--- config.mk ---
export PLATFORM = sky130hd
export DESIGN_NAME = irq_seq
export DESIGN_NICKNAME = d
export VERILOG_FILES = /design/src/rtl/irq_seq_pkg.sv /design/src/rtl/irq_pick.sv /design/src/rtl/irq_vecgen.sv /design/src/rtl/irq_sp.sv /design/src/rtl/irq_seq.sv
export SDC_FILE = /design/constraint.sdc
export NUM_CORES = 1
export LEC_CHECK = 0
export ABC_CLOCK_PERIOD_IN_PS = 5400
export BUFFER_PORTS_ARGS = -buffer_cell sky130_fd_sc_hd__buf_2
export CAP_MARGIN = 40
export CORE_MARGIN = 2
export CORE_UTILIZATION = 40
export CTS_CLUSTER_DIAMETER = 60
export DETAILED_ROUTE_END_ITERATION = 8
export SLEW_MARGIN = 15
export SYNTH_ARGS = -nofsm -noshare
export SYNTH_HDL_FRONTEND = slang
export SYNTH_SLANG_ARGS = --single-unit
--- constraint.sdc ---
create_clock -name clk -period 5.4 [get_ports clk]
set_input_delay 0.27 -clock clk [delete_from_list [all_inputs] [get_ports clk]]
set_output_delay 0.27 -clock clk [all_outputs]
set_load 0.05 [all_outputs]
--- src/rtl/irq_seq_pkg.sv ---
package irq_seq_pkg;

   typedef enum logic [2:0] {
      ST_IDLE,
      ST_PUSH,
      ST_VHI,
      ST_VLO,
      ST_EFIN,
      ST_POP,
      ST_RFIN
   } seq_st_t;

   // Slot numbers inside the saved frame; slot order equals push order.
   localparam int FR_PCL = 0;
   localparam int FR_PCH = 1;
   localparam int FR_XL  = 2;
   localparam int FR_ACC = 3;
   localparam int FR_CCR = 4;
   localparam int FRAME  = 5;

endpackage

--- src/rtl/irq_pick.sv ---
module irq_pick #(
   parameter int NSRC      = 4,
   parameter int IW        = 2,
   parameter bit LOW_FIRST = 1'b1
) (
   input  logic [NSRC-1:0] req,
   output logic            found,
   output logic [IW-1:0]   idx
);

   if (NSRC > (1 << IW)) begin : g_bad_iw
      $error("irq_pick: IW too narrow for NSRC");
   end

   if (LOW_FIRST) begin : g_low
      always_comb begin
         found = 1'b0;
         idx   = '0;
         for (int i = NSRC - 1; i >= 0; i--) begin
            if (req[i]) begin
               found = 1'b1;
               idx   = IW'(i);
            end
         end
      end
   end else begin : g_high
      always_comb begin
         found = 1'b0;
         idx   = '0;
         for (int i = 0; i < NSRC; i++) begin
            if (req[i]) begin
               found = 1'b1;
               idx   = IW'(i);
            end
         end
      end
   end

endmodule

--- src/rtl/irq_vecgen.sv ---
module irq_vecgen #(
   parameter int            AW       = 16,
   parameter int            IW       = 2,
   parameter logic [AW-1:0] VEC_BASE = 16'hFFFE,
   parameter bit            DESCEND  = 1'b1
) (
   input  logic [IW-1:0] idx,
   output logic [AW-1:0] vaddr,
   output logic [AW-1:0] vaddr_nx
);

   logic [AW-1:0] step;
   assign step = AW'(idx) << 1;

   if (DESCEND) begin : g_down
      assign vaddr = VEC_BASE - step;
   end else begin : g_up
      assign vaddr = VEC_BASE + step;
   end

   assign vaddr_nx = vaddr + AW'(1);

endmodule

--- src/rtl/irq_sp.sv ---
module irq_sp #(
   parameter int            AW       = 16,
   parameter logic [AW-1:0] SP_RESET = 16'h00FF
) (
   input  logic          clk,
   input  logic          rst_n,
   input  logic          dec,
   input  logic          inc,
   output logic [AW-1:0] sp
);

   always_ff @(posedge clk or negedge rst_n) begin
      if (!rst_n) begin
         sp <= SP_RESET;
      end else if (dec) begin
         sp <= sp - AW'(1);
      end else if (inc) begin
         sp <= sp + AW'(1);
      end
   end

   // pushes and pops never share a cycle
   assert_sp_onedir_R5 : assert property (@(posedge clk) disable iff (!rst_n)
      !(dec && inc));

   // a cycle with neither step leaves the pointer alone
   assert_sp_hold_R5 : assert property (@(posedge clk) disable iff (!rst_n)
      (!dec && !inc) |=> $stable(sp));

endmodule

--- src/rtl/irq_seq.sv ---
module irq_seq
   import irq_seq_pkg::*;
#(
   parameter int            NSRC        = 4,
   parameter int            DW          = 8,
   parameter int            AW          = 16,
   parameter logic [AW-1:0] SP_RESET    = 16'h00FF,
   parameter logic [AW-1:0] VEC_BASE    = 16'hFFFE,
   parameter int            MASK_BIT    = 3,
   parameter bit            VEC_DESCEND = 1'b1,
   parameter bit            LOW_FIRST   = 1'b1
) (
   input  logic              clk,
   input  logic              rst_n,
   input  logic [NSRC-1:0]   irq_req,
   output logic [NSRC-1:0]   irq_ack,
   input  logic              insn_done,
   input  logic              rti_go,
   input  logic [2*DW-1:0]   pc_in,
   input  logic [DW-1:0]     x_in,
   input  logic [DW-1:0]     a_in,
   input  logic [DW-1:0]     ccr_in,
   output logic [2*DW-1:0]   pc_out,
   output logic [DW-1:0]     x_out,
   output logic [DW-1:0]     a_out,
   output logic [DW-1:0]     ccr_out,
   output logic              pc_wr,
   output logic              ccr_wr,
   output logic              ax_wr,
   output logic [AW-1:0]     sp_out,
   output logic [AW-1:0]     mem_addr,
   output logic [DW-1:0]     mem_wdata,
   input  logic [DW-1:0]     mem_rdata,
   output logic              mem_we,
   output logic              mem_re,
   output logic              busy
);

   localparam int            PW   = 2 * DW;
   localparam int            IW   = (NSRC > 1) ? $clog2(NSRC) : 1;
   localparam int            CW   = $clog2(FRAME);
   localparam logic [CW-1:0] LAST = CW'(FRAME - 1);
   localparam logic [DW-1:0] MASK = DW'(1) << MASK_BIT;

   if (NSRC < 1 || NSRC > 16) begin : g_bad_nsrc
      $error("irq_seq: NSRC must be 1..16");
   end
   if (MASK_BIT < 0 || MASK_BIT >= DW) begin : g_bad_mask
      $error("irq_seq: MASK_BIT outside the condition code");
   end
   if (AW < DW) begin : g_bad_aw
      $error("irq_seq: address narrower than data");
   end

   seq_st_t        st;
   logic [CW-1:0]  cnt;
   logic [IW-1:0]  src_q;
   logic [NSRC-1:0] ack_q;
   logic [DW-1:0]  vhi, vlo;
   logic [DW-1:0]  fr [FRAME];

   logic           pick_found;
   logic [IW-1:0]  pick_idx;
   logic [AW-1:0]  vaddr, vaddr_nx, sp;
   logic           take_ret, take_int;

   irq_pick #(
      .NSRC      (NSRC),
      .IW        (IW),
      .LOW_FIRST (LOW_FIRST)
   ) u_pick (
      .req   (irq_req),
      .found (pick_found),
      .idx   (pick_idx)
   );

   irq_vecgen #(
      .AW       (AW),
      .IW       (IW),
      .VEC_BASE (VEC_BASE),
      .DESCEND  (VEC_DESCEND)
   ) u_vec (
      .idx      (src_q),
      .vaddr    (vaddr),
      .vaddr_nx (vaddr_nx)
   );

   irq_sp #(
      .AW       (AW),
      .SP_RESET (SP_RESET)
   ) u_sp (
      .clk   (clk),
      .rst_n (rst_n),
      .dec   (st == ST_PUSH),
      .inc   (st == ST_POP),
      .sp    (sp)
   );

   // Return strobe wins over a takeable request in the same idle cycle.
   assign take_ret = (st == ST_IDLE) && rti_go;
   assign take_int = (st == ST_IDLE) && !rti_go && insn_done &&
                     !ccr_in[MASK_BIT] && pick_found;

   always_ff @(posedge clk or negedge rst_n) begin
      if (!rst_n) begin
         st    <= ST_IDLE;
         cnt   <= '0;
         src_q <= '0;
         ack_q <= '0;
         vhi   <= '0;
         vlo   <= '0;
         for (int i = 0; i < FRAME; i++) begin
            fr[i] <= '0;
         end
      end else begin
         ack_q <= '0;
         unique case (st)
            ST_IDLE: begin
               if (take_ret) begin
                  st  <= ST_POP;
                  cnt <= '0;
               end else if (take_int) begin
                  st         <= ST_PUSH;
                  cnt        <= '0;
                  src_q      <= pick_idx;
                  ack_q      <= NSRC'(1) << pick_idx;
                  fr[FR_PCL] <= pc_in[DW-1:0];
                  fr[FR_PCH] <= pc_in[PW-1:DW];
                  fr[FR_XL]  <= x_in;
                  fr[FR_ACC] <= a_in;
                  fr[FR_CCR] <= ccr_in;
               end
            end
            ST_PUSH: begin
               if (cnt == LAST) begin
                  st  <= ST_VHI;
                  cnt <= '0;
               end else begin
                  cnt <= cnt + CW'(1);
               end
            end
            ST_VHI: begin
               vhi <= mem_rdata;
               st  <= ST_VLO;
            end
            ST_VLO: begin
               vlo <= mem_rdata;
               st  <= ST_EFIN;
            end
            ST_EFIN: st <= ST_IDLE;
            ST_POP: begin
               fr[LAST - cnt] <= mem_rdata;
               if (cnt == LAST) begin
                  st  <= ST_RFIN;
                  cnt <= '0;
               end else begin
                  cnt <= cnt + CW'(1);
               end
            end
            ST_RFIN: st <= ST_IDLE;
            default: st <= ST_IDLE;
         endcase
      end
   end

   always_comb begin
      mem_addr = sp;
      mem_we   = 1'b0;
      mem_re   = 1'b0;
      unique case (st)
         ST_PUSH: mem_we = 1'b1;
         ST_VHI: begin
            mem_re   = 1'b1;
            mem_addr = vaddr;
         end
         ST_VLO: begin
            mem_re   = 1'b1;
            mem_addr = vaddr_nx;
         end
         ST_POP: begin
            mem_re   = 1'b1;
            mem_addr = sp + AW'(1);
         end
         default: mem_addr = sp;
      endcase
   end

   assign mem_wdata = fr[cnt];
   assign irq_ack   = ack_q;
   assign busy      = (st != ST_IDLE);
   assign sp_out    = sp;
   assign pc_wr     = (st == ST_EFIN) || (st == ST_RFIN);
   assign ccr_wr    = pc_wr;
   assign ax_wr     = (st == ST_RFIN);
   assign pc_out    = (st == ST_EFIN) ? {vhi, vlo} : {fr[FR_PCH], fr[FR_PCL]};
   assign ccr_out   = (st == ST_EFIN) ? (fr[FR_CCR] | MASK) : fr[FR_CCR];
   assign a_out     = fr[FR_ACC];
   assign x_out     = fr[FR_XL];

   // an acknowledge follows a boundary with the mask clear
   assert_sample_gate_R1 : assert property (@(posedge clk) disable iff (!rst_n)
      (|irq_ack) |-> $past(insn_done && !ccr_in[MASK_BIT]));

   // the chosen line is actually requesting
   assert_pick_valid_R2 : assert property (@(posedge clk) disable iff (!rst_n)
      pick_found |-> irq_req[pick_idx]);

   // at most one line acknowledged, for a single cycle
   assert_ack_onehot_R3 : assert property (@(posedge clk) disable iff (!rst_n)
      $onehot0(irq_ack));
   assert_ack_pulse_R3 : assert property (@(posedge clk) disable iff (!rst_n)
      (|irq_ack) |=> (irq_ack == '0));

   // each push moves the pointer one below the written address
   assert_push_step_R4 : assert property (@(posedge clk) disable iff (!rst_n)
      mem_we |=> (sp_out == $past(mem_addr) - AW'(1)));
   assert_bus_excl_R4 : assert property (@(posedge clk) disable iff (!rst_n)
      !(mem_we && mem_re));

   // the second vector read is at the next address
   assert_vec_pair_R6 : assert property (@(posedge clk) disable iff (!rst_n)
      (st == ST_VLO) |-> (mem_addr == $past(mem_addr) + AW'(1)));

   // entry completion always hands over a masked condition code
   assert_mask_set_R7 : assert property (@(posedge clk) disable iff (!rst_n)
      (pc_wr && !ax_wr) |-> ccr_out[MASK_BIT]);

   // each pop leaves the pointer on the address just read
   assert_pop_step_R8 : assert property (@(posedge clk) disable iff (!rst_n)
      (mem_re && st == ST_POP) |=> (sp_out == $past(mem_addr)));

   // acknowledge only inside a sequence; busy ends right after a load
   assert_ack_busy_R10 : assert property (@(posedge clk) disable iff (!rst_n)
      (|irq_ack) |-> busy);
   assert_busy_end_R10 : assert property (@(posedge clk) disable iff (!rst_n)
      $fell(busy) |-> $past(pc_wr));

endmodule

==> results.sh <==
export IMPL_io_buffers=145
export IMPL_grt_pass1_vias=4024
export IMPL_cts_resized=0
export IMPL_gp_congestion=0.851
export IMPL_post_route_period_util_pct=53.5
export IMPL_die_h_um=117
export IMPL_tritoncts="yes"
export IMPL_drt_wl_total_um=14300
export IMPL_cap_violations=0
export IMPL_via_per_inst=5.54
export IMPL_end_kind="flop"
export IMPL_worstPathRequired_ps=5630
export IMPL_synth_top_cell_area_share_pct=37.5
export IMPL_synth_top_cell_by_area="dfrtp_1"
export IMPL_path_clk_slew_ps=60
export IMPL_dp_hpwl_um=10300
export IMPL_hold_depth=2
export IMPL_grt_overflow=0
export IMPL_synth_main_ff_cell="dfrtp_1"
export IMPL_rrSetupSlack_ps=2510
export IMPL_synth_area_leaders="dfrtp_1, a221o_1, mux2_2"
export IMPL_fin_skew_ps=8.19
export IMPL_dp_worst_setup_slack_ps=2570
export IMPL_diodes=0
export IMPL_drcViolationCount=0
export IMPL_synth_edf_count=0
export IMPL_yosys_warnings=0
export IMPL_dr_pass1_iters=5
export IMPL_grt_pass1_wl_um=21700
export IMPL_track_usage_pct=21.2
export IMPL_die_width_um=117
export IMPL_clock_sinks=84
export IMPL_clock_latency_ps=350
export IMPL_r2r_start="cnt[0]"
export IMPL_drt_iter0_markers=391
export IMPL_via_count=4292
export IMPL_drive_gt1_share_pct=35.8
export IMPL_ys_ff_latch=84
export IMPL_rr_worst_depth=8
export IMPL_relSlewSlack_pct=44.8
export IMPL_synth_seq_area_share_pct=41.7
export IMPL_final_nets=659
export IMPL_cts_buffers=9
export IMPL_ys_async_sr_fraction_pct=100
export IMPL_cts_buffer_depth=2
export IMPL_rsz0062_at_grt="no"
export IMPL_core_um2=12500
export IMPL_initial_core_util_pct=40.5
export IMPL_setup_viol_count_final=0
export IMPL_avgSynthCellArea_um2=10.3
export IMPL_antenna_found_initial=0
export IMPL_maxSlewViolCount=0
export IMPL_min_from="irq_req[1]"
export IMPL_fmax_mhz=346
export IMPL_tns_ps=0
export IMPL_h_tree_depth=3
export IMPL_ant_nets=0
export IMPL_setup_slack_ps=2510
export IMPL_synth_cell_types=55
export IMPL_io_pins=146
export IMPL_status="complete, no violations"
export IMPL_hold_path_end="irq_ack[2]"
export IMPL_syn_area_um2=5070
export IMPL_hold_viol=0
export IMPL_syn_inst=494
export IMPL_tightest_slew_ps=829
export IMPL_synthesis_nets=555
export IMPL_start_kind="flop"
export IMPL_post_drt_wl_per_cell_um=18.5
export IMPL_ys_top_cells_by_count="dfrtp_1, a221o_1, nor3b_1"
export IMPL_period_needed_ps=2890
export IMPL_path_max_fanout=25
export IMPL_rows=41
export IMPL_clockRootBuffer="clkbuf_16"
export IMPL_cp_arrival_ps=3120
export IMPL_synth_most_common_cell="dfrtp_1"
export IMPL_hold_class="primary input to flop"
export IMPL_dieArea_um2=13600
export IMPL_area_delta_synth_final_pct=19.9
export IMPL_crit_type="flop to flop"
export IMPL_grt_max_degree=85
export IMPL_reg2reg_to="fr[26]"
[state kept, by name, indices dropped and copies added, names as in the netlist]
signal and cells:
cnt 3, irq_ack 4, src_q 2, st 3
vlo 8, vhi 8, u_sp.sp 16, fr 24
a_out 8, x_out 8
[worst max-delay path by stage]
stage	slack, ps	end	cells past startpoint	from
after floorplan	2640	mem_addr[10]	4	u_sp.sp[5]
after global placement	2000	fr[29]	6	cnt[0]
after detailed placement	2570	fr[26]	8	cnt[0]
after CTS	2510	pc_out[7]	5	st[2]
after global routing	2330	mem_addr[13]	5	st[2]
final	2510	fr[26]	8	cnt[0]
[placed cells by master, fill, tap and decap left out, types with 4 or more instances in the layout]
master | synthesis | final
o21ai_1 | 4 | 4
mux2_2 | 27 | 27
xnor2_1 | 19 | 19
nand3_1 | 4 | 4
nor3_1 | 15 | 14
dfrtp_1 | 76 | 76
o21ai_0 | 8 | 8
mux2i_1 | 18 | 18
buf_2 | 13 | 145
or3_1 | 4 | 4
nor4_1 | 7 | 7
nor2b_1 | 4 | 4
o22ai_1 | 9 | 9
mux2_1 | 8 | 8
nand2_1 | 24 | 24
buf_4 | 27 | 9
nand2b_1 | 4 | 4
a21oi_1 | 13 | 13
a31oi_1 | 8 | 8
xor2_1 | 7 | 7
clkbuf_16 | 0 | 9
dfstp_2 | 8 | 8
nor2_1 | 29 | 29
nand4_1 | 5 | 5
nor3b_1 | 39 | 39
a221o_1 | 40 | 40
and4_1 | 4 | 4
ha_1 | 5 | 5
inv_1 | 9 | 9
[per-layer routing]
layer,part of all wire (%),track usage [%],vias to the layer above
li1,-,-,2034
met1,45,29.7,2088
met2,48,33.3,151
met3,5.3,3.58,19
met4,2.0,7.76,0
met5,0,0,-
[critical path, stage by stage (launching register included)]
cell     delay (ps)
dfrtp_1         630
buf_16          220
inv_1            80
ha_1            200
ha_1            360
nor4_2          560
buf_2           330
nor3b_1          80
a221o_1         290
[through the flow]
step	hold WS (ps)	util, %	area, um^2	std cells
final	139	48.5	6070	775
after global placement	292	45.6	5710	754
after detailed placement	294	46.0	5760	758
after global routing	147	48.5	6070	775
after CTS	131	48.5	6070	775
after floorplan	-25.6	-	5070	494
[cell type report]
| type | instances | area, um^2 |
|---|---|---|
| Clock buffer | 11 | 243 |
| Clock inverter | 5 | 61.3 |
| Fill cell | 1210 | 6440 |
| Inverter | 9 | 33.8 |
| Multi-Input combinational cell | 338 | 2580 |
| Sequential cell | 84 | 2110 |
| Tap cell | 172 | 215 |
| Timing Repair Buffer | 156 | 831 |
[what timing repair did]
| action | in CTS | in global routing |
|---|---|---|
| buffers inserted | 0 | 0 |
| hold buffers | 1 | 0 |
| hold endpoints to repair | 30 | 0 |
[cells by family (layout without fill, tap and decap cells)]
logic type	after synthesis	after routing	share of synthesized area, %
xor+xnor	26	26	4.49
fa+ha+maj	5	5	1.23
flops	84	84	41.7
buf+inv	72	181	7.65
compound gates	93	93	14.3
simple gates	161	161	19.3
mux	53	53	11.3
Power is not shown: default switching activity piles up to over one toggle a cycle in this logic, so the estimate is an artifact.
